### config.mk
export PLATFORM = sky130hd
export DESIGN_NAME = lcd_raster_gen
export DESIGN_NICKNAME = d
export VERILOG_FILES = /design/src/rtl/lcd_raster_pkg.sv /design/src/rtl/lcd_pclk_div.sv /design/src/rtl/lcd_axis_cnt.sv /design/src/rtl/lcd_pwr_seq.sv /design/src/rtl/lcd_raster_gen.sv
export SDC_FILE = /design/constraint.sdc
export NUM_CORES = 1
export LEC_CHECK = 0
export BUFFER_PORTS_ARGS = -buffer_cell sky130_fd_sc_hd__buf_2
export CORE_MARGIN = 3
export CORE_UTILIZATION = 35
export CTS_BUF_LIST = sky130_fd_sc_hd__clkbuf_8
export CTS_CLUSTER_SIZE = 20
export DETAILED_ROUTE_END_ITERATION = 6
export GPL_ROUTABILITY_DRIVEN = 0
export PLACE_DENSITY = 0.52
export SYNTH_ARGS = -nofsm -noshare
export SYNTH_HDL_FRONTEND = slang
export SYNTH_HIERARCHICAL = 1
export SYNTH_SLANG_ARGS = --single-unit
### constraint.sdc
create_clock -name clk -period 8.1 [get_ports clk]
set_input_delay 2.43 -clock clk [delete_from_list [all_inputs] [get_ports clk]]
set_output_delay 2.43 -clock clk [all_outputs]
set_load 0.005 [all_outputs]
### src/rtl/lcd_raster_pkg.sv
package lcd_raster_pkg;
  localparam int SYNC_W  = 6;   // sync pulse up to 64
  localparam int HBP_W   = 8;   // horizontal back porch up to 256
  localparam int HFP_W   = 11;  // horizontal front porch up to 2048
  localparam int VP_W    = 8;   // vertical porches up to 256
  localparam int ACT_W   = 11;  // active size up to 2048
  localparam int PRE_W   = 3;   // divide exponent 0..7
  localparam int GUARD_W = 4;   // guard frames 0..15
  // widest line: 64 + 256 + 2048 + 2048 = 4416 positions
  localparam int CNT_W   = 13;

  typedef enum logic [1:0] {PS_OFF, PS_PRE, PS_ON, PS_POST} pwr_state_e;

  typedef struct packed {
    logic [SYNC_W-1:0]  hsw;
    logic [HBP_W-1:0]   hbp;
    logic [ACT_W-1:0]   hact;
    logic [HFP_W-1:0]   hfp;
    logic [SYNC_W-1:0]  vsw;
    logic [VP_W-1:0]    vbp;
    logic [ACT_W-1:0]   vact;
    logic [VP_W-1:0]    vfp;
    logic               pclk_inv;
    logic               de_inv;
    logic               vs_inv;
    logic               hs_inv;
    logic [PRE_W-1:0]   presc;
    logic [GUARD_W-1:0] guard;
  } raster_cfg_t;
endpackage

### src/rtl/lcd_pclk_div.sv
module lcd_pclk_div #(
  parameter int PW = 3,
  localparam int DIV_W = (1 << PW) - 1
) (
  input  logic          clk,
  input  logic          rst_n,
  input  logic          run,
  input  logic [PW-1:0] presc,
  output logic          pix_ce,
  output logic          phase
);
  logic [DIV_W-1:0] div_cnt;
  logic [DIV_W-1:0] mask;
  logic [DIV_W-1:0] shifted;

  assign mask    = ~({DIV_W{1'b1}} << presc);
  assign pix_ce  = run && (div_cnt == mask);
  assign shifted = div_cnt >> (presc - 1'b1);
  assign phase   = (presc != '0) && shifted[0];

  always_ff @(posedge clk or negedge rst_n) begin
    if (!rst_n)          div_cnt <= '0;
    else if (!run)       div_cnt <= '0;
    else if (pix_ce)     div_cnt <= '0;
    else                 div_cnt <= div_cnt + 1'b1;
  end

  // with a divide above one, two pixel enables never sit back to back
  p_ce_gap_r5: assert property (@(posedge clk) disable iff (!rst_n)
    (pix_ce && presc != '0) |=> (!pix_ce || presc == '0));
endmodule

### src/rtl/lcd_axis_cnt.sv
module lcd_axis_cnt #(
  parameter int W = 13
) (
  input  logic         clk,
  input  logic         rst_n,
  input  logic         clr,
  input  logic         step,
  input  logic [W-1:0] len_sync,
  input  logic [W-1:0] len_bp,
  input  logic [W-1:0] len_act,
  input  logic [W-1:0] len_fp,
  output logic [W-1:0] pos,
  output logic         last,
  output logic         in_sync,
  output logic         in_act,
  output logic [W-1:0] act_idx
);
  logic [W-1:0] b_act, b_fp, total;

  assign b_act   = len_sync + len_bp;
  assign b_fp    = b_act + len_act;
  assign total   = b_fp + len_fp;
  assign in_sync = pos < len_sync;
  assign in_act  = (pos >= b_act) && (pos < b_fp);
  assign last    = pos == (total - 1'b1);
  assign act_idx = pos - b_act;

  always_ff @(posedge clk or negedge rst_n) begin
    if (!rst_n)      pos <= '0;
    else if (clr)    pos <= '0;
    else if (step)   pos <= last ? '0 : pos + 1'b1;
  end

  // the position never leaves the programmed period
  p_pos_bound_r1: assert property (@(posedge clk) disable iff (!rst_n)
    pos < total);
  // a step at the last position wraps to the sync region
  p_wrap_r2: assert property (@(posedge clk) disable iff (!rst_n)
    (step && last) |=> pos == '0);
endmodule

### src/rtl/lcd_pwr_seq.sv
module lcd_pwr_seq import lcd_raster_pkg::*; #(
  parameter int GW = GUARD_W
) (
  input  logic          clk,
  input  logic          rst_n,
  input  logic          enable,
  input  logic          frame_end,
  input  logic [GW-1:0] guard,
  output logic          run,
  output logic          pwr
);
  pwr_state_e    st;
  logic [GW-1:0] gcnt;
  logic          guard_done;

  assign guard_done = frame_end && (gcnt == guard - 1'b1);
  assign run        = st != PS_OFF;
  assign pwr        = st == PS_ON;

  always_ff @(posedge clk or negedge rst_n) begin
    if (!rst_n) begin
      st   <= PS_OFF;
      gcnt <= '0;
    end else begin
      case (st)
        PS_OFF: begin
          gcnt <= '0;
          if (enable) st <= (guard == '0) ? PS_ON : PS_PRE;
        end
        PS_PRE: begin
          if (!enable) begin
            gcnt <= '0;
            st   <= (guard == '0) ? PS_OFF : PS_POST;
          end else if (frame_end) begin
            gcnt <= gcnt + 1'b1;
            if (guard_done) st <= PS_ON;
          end
        end
        PS_ON: begin
          gcnt <= '0;
          if (!enable) st <= (guard == '0) ? PS_OFF : PS_POST;
        end
        default: begin
          if (frame_end) begin
            gcnt <= gcnt + 1'b1;
            if (guard_done) st <= PS_OFF;
          end
        end
      endcase
    end
  end

  // power rises only on request and, with a guard, only at a frame end
  p_pwr_rise_r6: assert property (@(posedge clk) disable iff (!rst_n)
    $rose(pwr) |-> $past(enable));
  p_pwr_guard_r6: assert property (@(posedge clk) disable iff (!rst_n)
    ($rose(pwr) && $past(guard) != '0) |-> $past(frame_end));
  // power falls only after the request is withdrawn
  p_pwr_fall_r7: assert property (@(posedge clk) disable iff (!rst_n)
    $fell(pwr) |-> !$past(enable));
endmodule

### src/rtl/lcd_raster_gen.sv
module lcd_raster_gen import lcd_raster_pkg::*; (
  input  logic               clk,
  input  logic               rst_n,
  input  logic               enable,
  input  logic [SYNC_W-1:0]  cfg_hsync_w,
  input  logic [HBP_W-1:0]   cfg_hback,
  input  logic [ACT_W-1:0]   cfg_hactive,
  input  logic [HFP_W-1:0]   cfg_hfront,
  input  logic [SYNC_W-1:0]  cfg_vsync_w,
  input  logic [VP_W-1:0]    cfg_vback,
  input  logic [ACT_W-1:0]   cfg_vactive,
  input  logic [VP_W-1:0]    cfg_vfront,
  input  logic               cfg_pclk_inv,
  input  logic               cfg_de_inv,
  input  logic               cfg_vs_inv,
  input  logic               cfg_hs_inv,
  input  logic [PRE_W-1:0]   cfg_prescale,
  input  logic [GUARD_W-1:0] cfg_guard,
  output logic               pix_ce,
  output logic               pclk_o,
  output logic               hsync_o,
  output logic               vsync_o,
  output logic               de_o,
  output logic [ACT_W-1:0]   pix_x,
  output logic [ACT_W-1:0]   pix_y,
  output logic               sof_o,
  output logic               sol_o,
  output logic               panel_pwr
);
  raster_cfg_t      cfg_live, shadow;
  logic             run, frame_end, phase;
  logic             h_last, v_last, h_sync, v_sync, h_act, v_act, de_raw;
  logic [CNT_W-1:0] h_pos, v_pos, h_idx, v_idx;

  assign cfg_live = '{hsw: cfg_hsync_w, hbp: cfg_hback, hact: cfg_hactive,
                      hfp: cfg_hfront, vsw: cfg_vsync_w, vbp: cfg_vback,
                      vact: cfg_vactive, vfp: cfg_vfront,
                      pclk_inv: cfg_pclk_inv, de_inv: cfg_de_inv,
                      vs_inv: cfg_vs_inv, hs_inv: cfg_hs_inv,
                      presc: cfg_prescale, guard: cfg_guard};

  assign frame_end = pix_ce && h_last && v_last;

  // configuration follows the inputs while idle, and is frozen within a frame
  always_ff @(posedge clk or negedge rst_n) begin
    if (!rst_n)                  shadow <= '0;
    else if (!run || frame_end)  shadow <= cfg_live;
  end

  lcd_pwr_seq #(.GW(GUARD_W)) u_seq (
    .clk(clk), .rst_n(rst_n), .enable(enable), .frame_end(frame_end),
    .guard(shadow.guard), .run(run), .pwr(panel_pwr));

  lcd_pclk_div #(.PW(PRE_W)) u_div (
    .clk(clk), .rst_n(rst_n), .run(run), .presc(shadow.presc),
    .pix_ce(pix_ce), .phase(phase));

  lcd_axis_cnt #(.W(CNT_W)) u_hcnt (
    .clk(clk), .rst_n(rst_n), .clr(!run), .step(pix_ce),
    .len_sync(CNT_W'(shadow.hsw) + CNT_W'(1)),
    .len_bp(CNT_W'(shadow.hbp) + CNT_W'(1)),
    .len_act(CNT_W'(shadow.hact) + CNT_W'(1)),
    .len_fp(CNT_W'(shadow.hfp) + CNT_W'(1)),
    .pos(h_pos), .last(h_last), .in_sync(h_sync), .in_act(h_act),
    .act_idx(h_idx));

  lcd_axis_cnt #(.W(CNT_W)) u_vcnt (
    .clk(clk), .rst_n(rst_n), .clr(!run), .step(pix_ce && h_last),
    .len_sync(CNT_W'(shadow.vsw) + CNT_W'(1)),
    .len_bp(CNT_W'(shadow.vbp) + CNT_W'(1)),
    .len_act(CNT_W'(shadow.vact) + CNT_W'(1)),
    .len_fp(CNT_W'(shadow.vfp) + CNT_W'(1)),
    .pos(v_pos), .last(v_last), .in_sync(v_sync), .in_act(v_act),
    .act_idx(v_idx));

  assign de_raw  = run && h_act && v_act;
  assign hsync_o = shadow.hs_inv ^ (run && h_sync);
  assign vsync_o = shadow.vs_inv ^ (run && v_sync);
  assign de_o    = shadow.de_inv ^ de_raw;
  assign pclk_o  = shadow.pclk_inv ^ (run && phase);
  assign pix_x   = de_raw ? ACT_W'(h_idx) : '0;
  assign pix_y   = de_raw ? ACT_W'(v_idx) : '0;
  assign sol_o   = pix_ce && (h_pos == '0);
  assign sof_o   = sol_o && (v_pos == '0);

  // data is never enabled inside a sync region
  p_de_outside_sync_r3: assert property (@(posedge clk) disable iff (!rst_n)
    de_raw |-> (!h_sync && !v_sync));
  // a frame start is always also a line start
  p_sof_is_sol_r9: assert property (@(posedge clk) disable iff (!rst_n)
    sof_o |-> sol_o);
  // an idle block issues no pixels and no power
  p_idle_quiet_r10: assert property (@(posedge clk) disable iff (!rst_n)
    !run |-> (!pix_ce && !panel_pwr));
  // inside a running frame the shadow set does not move
  p_shadow_hold_r8: assert property (@(posedge clk) disable iff (!rst_n)
    (run && $past(run) && !$past(frame_end)) |-> $stable(shadow));
endmodule

# == After elaboration in Yosys (flattened, before gate mapping) ==
# Cells that the tools add are included.
# totals
reg_bits,119
in_bits,83
output_inout_bits,30
wordCells,117
# op_classes
addsub,24
order_cmp,6
n_eq_ne,12
n_shift,2
mux,23
bitwise_logic,5
reduce_logical,26
# op_table
operator,count
13-bit 2-to-1 mux,6
13-bit by 12-bit adder with 13-bit output,3
11-bit by 1-bit adder with 12-bit output (second input constant),3
8-bit by 1-bit adder with 9-bit output (second input constant),3
13-bit by 1-bit adder with 13-bit output (second input constant),2
13-bit equality test,2
13-bit by 10-bit >= comparator with 1-bit output,2
13-bit zero test,2
13-bit less-than comparator,2
13-bit by 7-bit less-than comparator with 1-bit output,2
13-bit by 1-bit subtractor with 13-bit output (second input constant),2
11-bit 2-to-1 mux,2
11-bit subtractor,2
7-bit by 9-bit adder with 10-bit output,2
2-bit 2-to-1 mux,9
6-bit by 1-bit adder with 7-bit output (second input constant),2
1-bit logical AND,14
7-bit 2-to-1 mux,2
13-bit by 9-bit adder with 13-bit output,1
4-bit 2-to-1 mux,2
4-bit one-hot mux with 2 select lines,1
4-bit nonzero test,2
7-bit by 1-bit adder with 7-bit output (second input constant),1
7-bit equality test,1
23 further kinds,28

# == Logic depth before layout (Yosys ltp) ==
# logic_depth
word_depth,13
mapped_depth,34
ltp_nobuf,32

# == Modules after synthesis ==
# The synthesis kept the hierarchy.
# modules_own_cells
module,instances,cells_each,area_each_um2,seq_area_each_um2
lcd_raster_gen,1,374,4673.2,2001.9
lcd_axis_cnt (u_vcnt),1,475,3808.7,325.3
lcd_axis_cnt (u_hcnt),1,480,3767.4,325.3
lcd_pclk_div,1,60,550.5,175.2
lcd_pwr_seq,1,49,442.9,150.1

# == Worst setup path after synthesis ==
# No wires, ideal clock.
# synth_path
path_type,register to output
startpoint,reg shadow[38] in the netlist's numbering
endpoint,out de_o
arrival_time_ns,5.206
required_time_ns,5.670
setup_slack_ns,0.464
stages_incl_launch_ff,24
n_path_buf,1
path_cell_list,dfrtp_1 ha_1 ha_1 a21o_1 a21oi_1 o21bai_1 a21oi_1 nor2b_1 o2111ai_1 nand3_1 or2_2 xor2_1 ha_1 and2_1 a22o_1 a211o_1 o31a_1 xor2_1 xnor2_2 ha_1 a2111oi_0 and3_1 clkbuf_1 xor2_1
# synth_via
elab_chain_cells,7
elab_cells_between_ends,8
cone_classes,add/sub: 3; order compare: 2; bitwise: 1; reduce/logical: 2
# synth_rtl
item,line,rtl
start: declaration,lcd_raster_gen.sv:30,"raster_cfg_t cfg_live, shadow;"
start signal: assignment,lcd_raster_gen.sv:47,else if (!run || frame_end) shadow <= cfg_live;
6-bit by 1-bit adder with 7-bit output *,lcd_raster_gen.sv:69,".len_sync(CNT_W'(shadow.vsw) + CNT_W'(1)),"
7-bit by 9-bit adder with 10-bit output *,lcd_axis_cnt.sv:20,assign b_act = len_sync + len_bp;
13-bit by 12-bit adder with 13-bit output,lcd_axis_cnt.sv:21,assign b_fp = b_act + len_act;
13-bit less-than comparator,lcd_axis_cnt.sv:24,assign in_act = (pos >= b_act) && (pos < b_fp);
1-bit logical AND *,lcd_axis_cnt.sv:24,
via v_act,lcd_raster_gen.sv:32,"logic h_last, v_last, h_sync, v_sync, h_act, v_act, de_raw;"
1-bit logical AND *,lcd_raster_gen.sv:76,assign de_raw = run && h_act && v_act;
1-bit bitwise XOR *,lcd_raster_gen.sv:79,assign de_o = shadow.de_inv ^ de_raw;
end: declaration,lcd_raster_gen.sv:23,"output logic de_o,"
# The timed path passes the listed nets; every way through them passes the cells marked *.

# == Worst setup path in the final report ==
# layout_path
startpoint,reg shadow[75] in the netlist's numbering
endpoint,out pix_x[1]
# layout_via
elab_chain_cells,8
elab_cells_between_ends,10
cone_classes,add/sub: 4; order compare: 2; mux: 1; reduce/logical: 3
# layout_rtl
item,line,rtl
6-bit by 1-bit adder with 7-bit output *,lcd_raster_gen.sv:60,".len_sync(CNT_W'(shadow.hsw) + CNT_W'(1)),"
7-bit by 9-bit adder with 10-bit output *,lcd_axis_cnt.sv:20,
13-bit by 12-bit adder with 13-bit output,lcd_axis_cnt.sv:21,
13-bit less-than comparator,lcd_axis_cnt.sv:24,
1-bit logical AND *,lcd_axis_cnt.sv:24,
via h_act,lcd_raster_gen.sv:32,
1-bit logical AND * (2 in a row),lcd_raster_gen.sv:76,
11-bit 2-to-1 mux *,lcd_raster_gen.sv:81,assign pix_x = de_raw ? ACT_W'(h_idx) : '0;
end: declaration,lcd_raster_gen.sv:24,"output logic [ACT_W-1:0] pix_x,"
# Marked as above.

==> key figures <==
Global routing
  – Largest net degree at the start of global routing: 74
  – GRT Overall Usage: 0.176
  – Initial antenna violation count: 1
  – Grt total ovfl: 0
  – Vias in the first global route: 10400
  – Global-route wire length before repair: 55.7 mm

Clocking
  – CTS Sinks: 119
  – CTS tree: yes
  – Clock tree buffer depth: 2
  – CTS hold repair buffers: 0
  – CTS buffer count: 17
  – H-tree levels: 4
  – CTS clk-pin slew, worst paths: 0.08 ns
  – Clk root buf: clkbuf_8
  – Worst-Skew Late Latency: ~0.47 ns

Placement
  – # placed instances: ~2100
  – Detail Placement HPWL: 27.1 mm
  – I/O Buffers: 112

STA
  – F_max: 125 MHz
  – Relative slew slack: 0.539
  – Final worst-path cycle share: 0.988
  – Final min period: 8.00 ns
  – Worst Clk Skew: 0.0214 ns
  – Post-Route Setup TNS: 0 ns
  – RSZ-0062 raised after global routing: yes
  – Max-slew violation count: 0
  – Setup violations, final: 0
  – Endpoints failing hold: 0
  – Worst slew pin tran: 0.691 ns

Drt
  – Residual DRC count: 0
  – Iteration-0 DRC Markers: 505
  – DR vias: 10700
  – Vias per inst: about 5.0
  – Metal-1 WL: 16.8 mm
  – Routed WL per cell: 16.2 um
  – DR pass1 iterations: 5
  – Post-route ant nets: 0
  – Routed wire length: 34.6 mm
  – Top layer in use: met4
  – Met3 routed WL: 1.35 mm
  – DR WL met2: 15.7 mm

Worst setup path
  – Worst-path maximum fanout: 12
  – Arrival @ worst endpoint: 5.57 ns
  – Buffers & Inverters on Critical Path: 3
  – Path type of the worst setup path: flop to primary output
  – Crit-path max cell delay: 0.45 ns
  – Critical path depth: 26
  – Worst path slowest cell: dfrtp_2
  – Worst setup EP type: primary output
  – Most frequent CP cell: ha_1
  – CP Data Required Time: 5.67 ns
  – Crit path max-delay family: compound AO/OA/AOI/OAI gates
  – Crit path launch type: flop
  – R2R cell count: 29

Floorplan
  – Core area: 36900 um2
  – FP Rows: 70
  – Io pins: 113
  – Die Area: 40000 um2
  – Height of the die: ~200 um
  – Initial Util: 0.357
  – Die width: 200 um

Worst hold path
  – Hold Path Stages: 1
  – HP Class: flop to flop

Layout
  – # nets final: 1890
  – Share of layout cells above drive strength 1: 0.221
  – Syn-to-layout area delta: 17.0%
  – Antenna diode count: 0
  – Commonest non-fill, non-tap cell in the layout: ha_1
  – Filler cell count: roughly 3700
  – Non-Filler Instances: around 2100
  – Commonest cells after routing, fill and taps aside: ha_1 (172), inv_1 (165), dfrtp_1 (115)

Synthesis
  – Syn Inst Count: 1426
  – Syn avg cell area: 9.23 um2
  – Mapped Area: 13200 um2
  – Synth warn: 6

Run
  – Max cap viols: 0

Status
  – Status: finished, final reports clean
[metal layers]
| layer | vias up | track usage |
|---|---|---|
| met1 | 5064 | 0.249 |
| li1 | 5359 | - |
| met4 | 0 | 0.0504 |
| met3 | 36 | 0.0269 |
| met2 | 198 | 0.281 |
| met5 | - | 0 |
[stage by stage]
stage	utilization	worst slack, ns	hold slack (ns)	area, um2
2_1_floorplan	-	0.464	0.502	13300
3_3_place_gp	0.390	0.139	0.513	14400
3_5_place_dp	0.390	-0.0464	0.519	14400
4_1_cts	0.408	-0.00471	0.537	15000
5_1_grt	0.417	-0.174	0.556	15400
6_report	0.417	0.101	0.533	15400
[sequential cells by signal, indices dropped and copies added (netlist names)]
signal,cells
u_seq/gcnt,4
u_seq/st,2
u_div/div_cnt,7
u_vcnt/pos,13
shadow,80
u_hcnt/pos,13
[worst register-to-register path, delay by kind of cell, from the launching register on]
kind / cells / cell delay [ns]
AOI/OAI and AO/OA: 10 / 1.96
and+or+nand+nor: 7 / 1.84
adders and majority gates: 4 / 1.30
xor gates and xnor gates: 5 / 1.06
DFF: 1 / 0.45
buffers and inverters: 2 / 0.38
muxes: 1 / 0.37
[final cells by class]
cell class | instances | area (um2) | area share
multi-input combinational | 1157 | 9790 | 0.636
sequential | 119 | 2980 | 0.194
timing repair buffer | 157 | 943 | 0.0613
tap | 504 | 631 | 0.0410
inverter | 166 | 623 | 0.0405
clock buffer | 17 | 234 | 0.0152
clock inverter | 15 | 186 | 0.0121
[final timing paths]
kind	from	endpoint	slack, ns
max	shadow[75]	pix_x[1]	0.10
min	shadow[7]	shadow[7]	0.53
max reg2reg	shadow[75]	shadow[63]	0.60
min reg2reg	shadow[7]	shadow[7]	0.53
max in group asynchronous	rst_n	shadow[75]	4.91
min in group asynchronous	rst_n	shadow[3]	1.99
[what timing repair did]
item	in CTS	in global routing
pin swaps	14	26
endpoints found under the setup margin	23	36
setup buffers	16	16
resized for setup	22	47
cloned	0	1
Power is not shown: default switching activity piles up to over one toggle a cycle in this logic, so the estimate is an artifact.
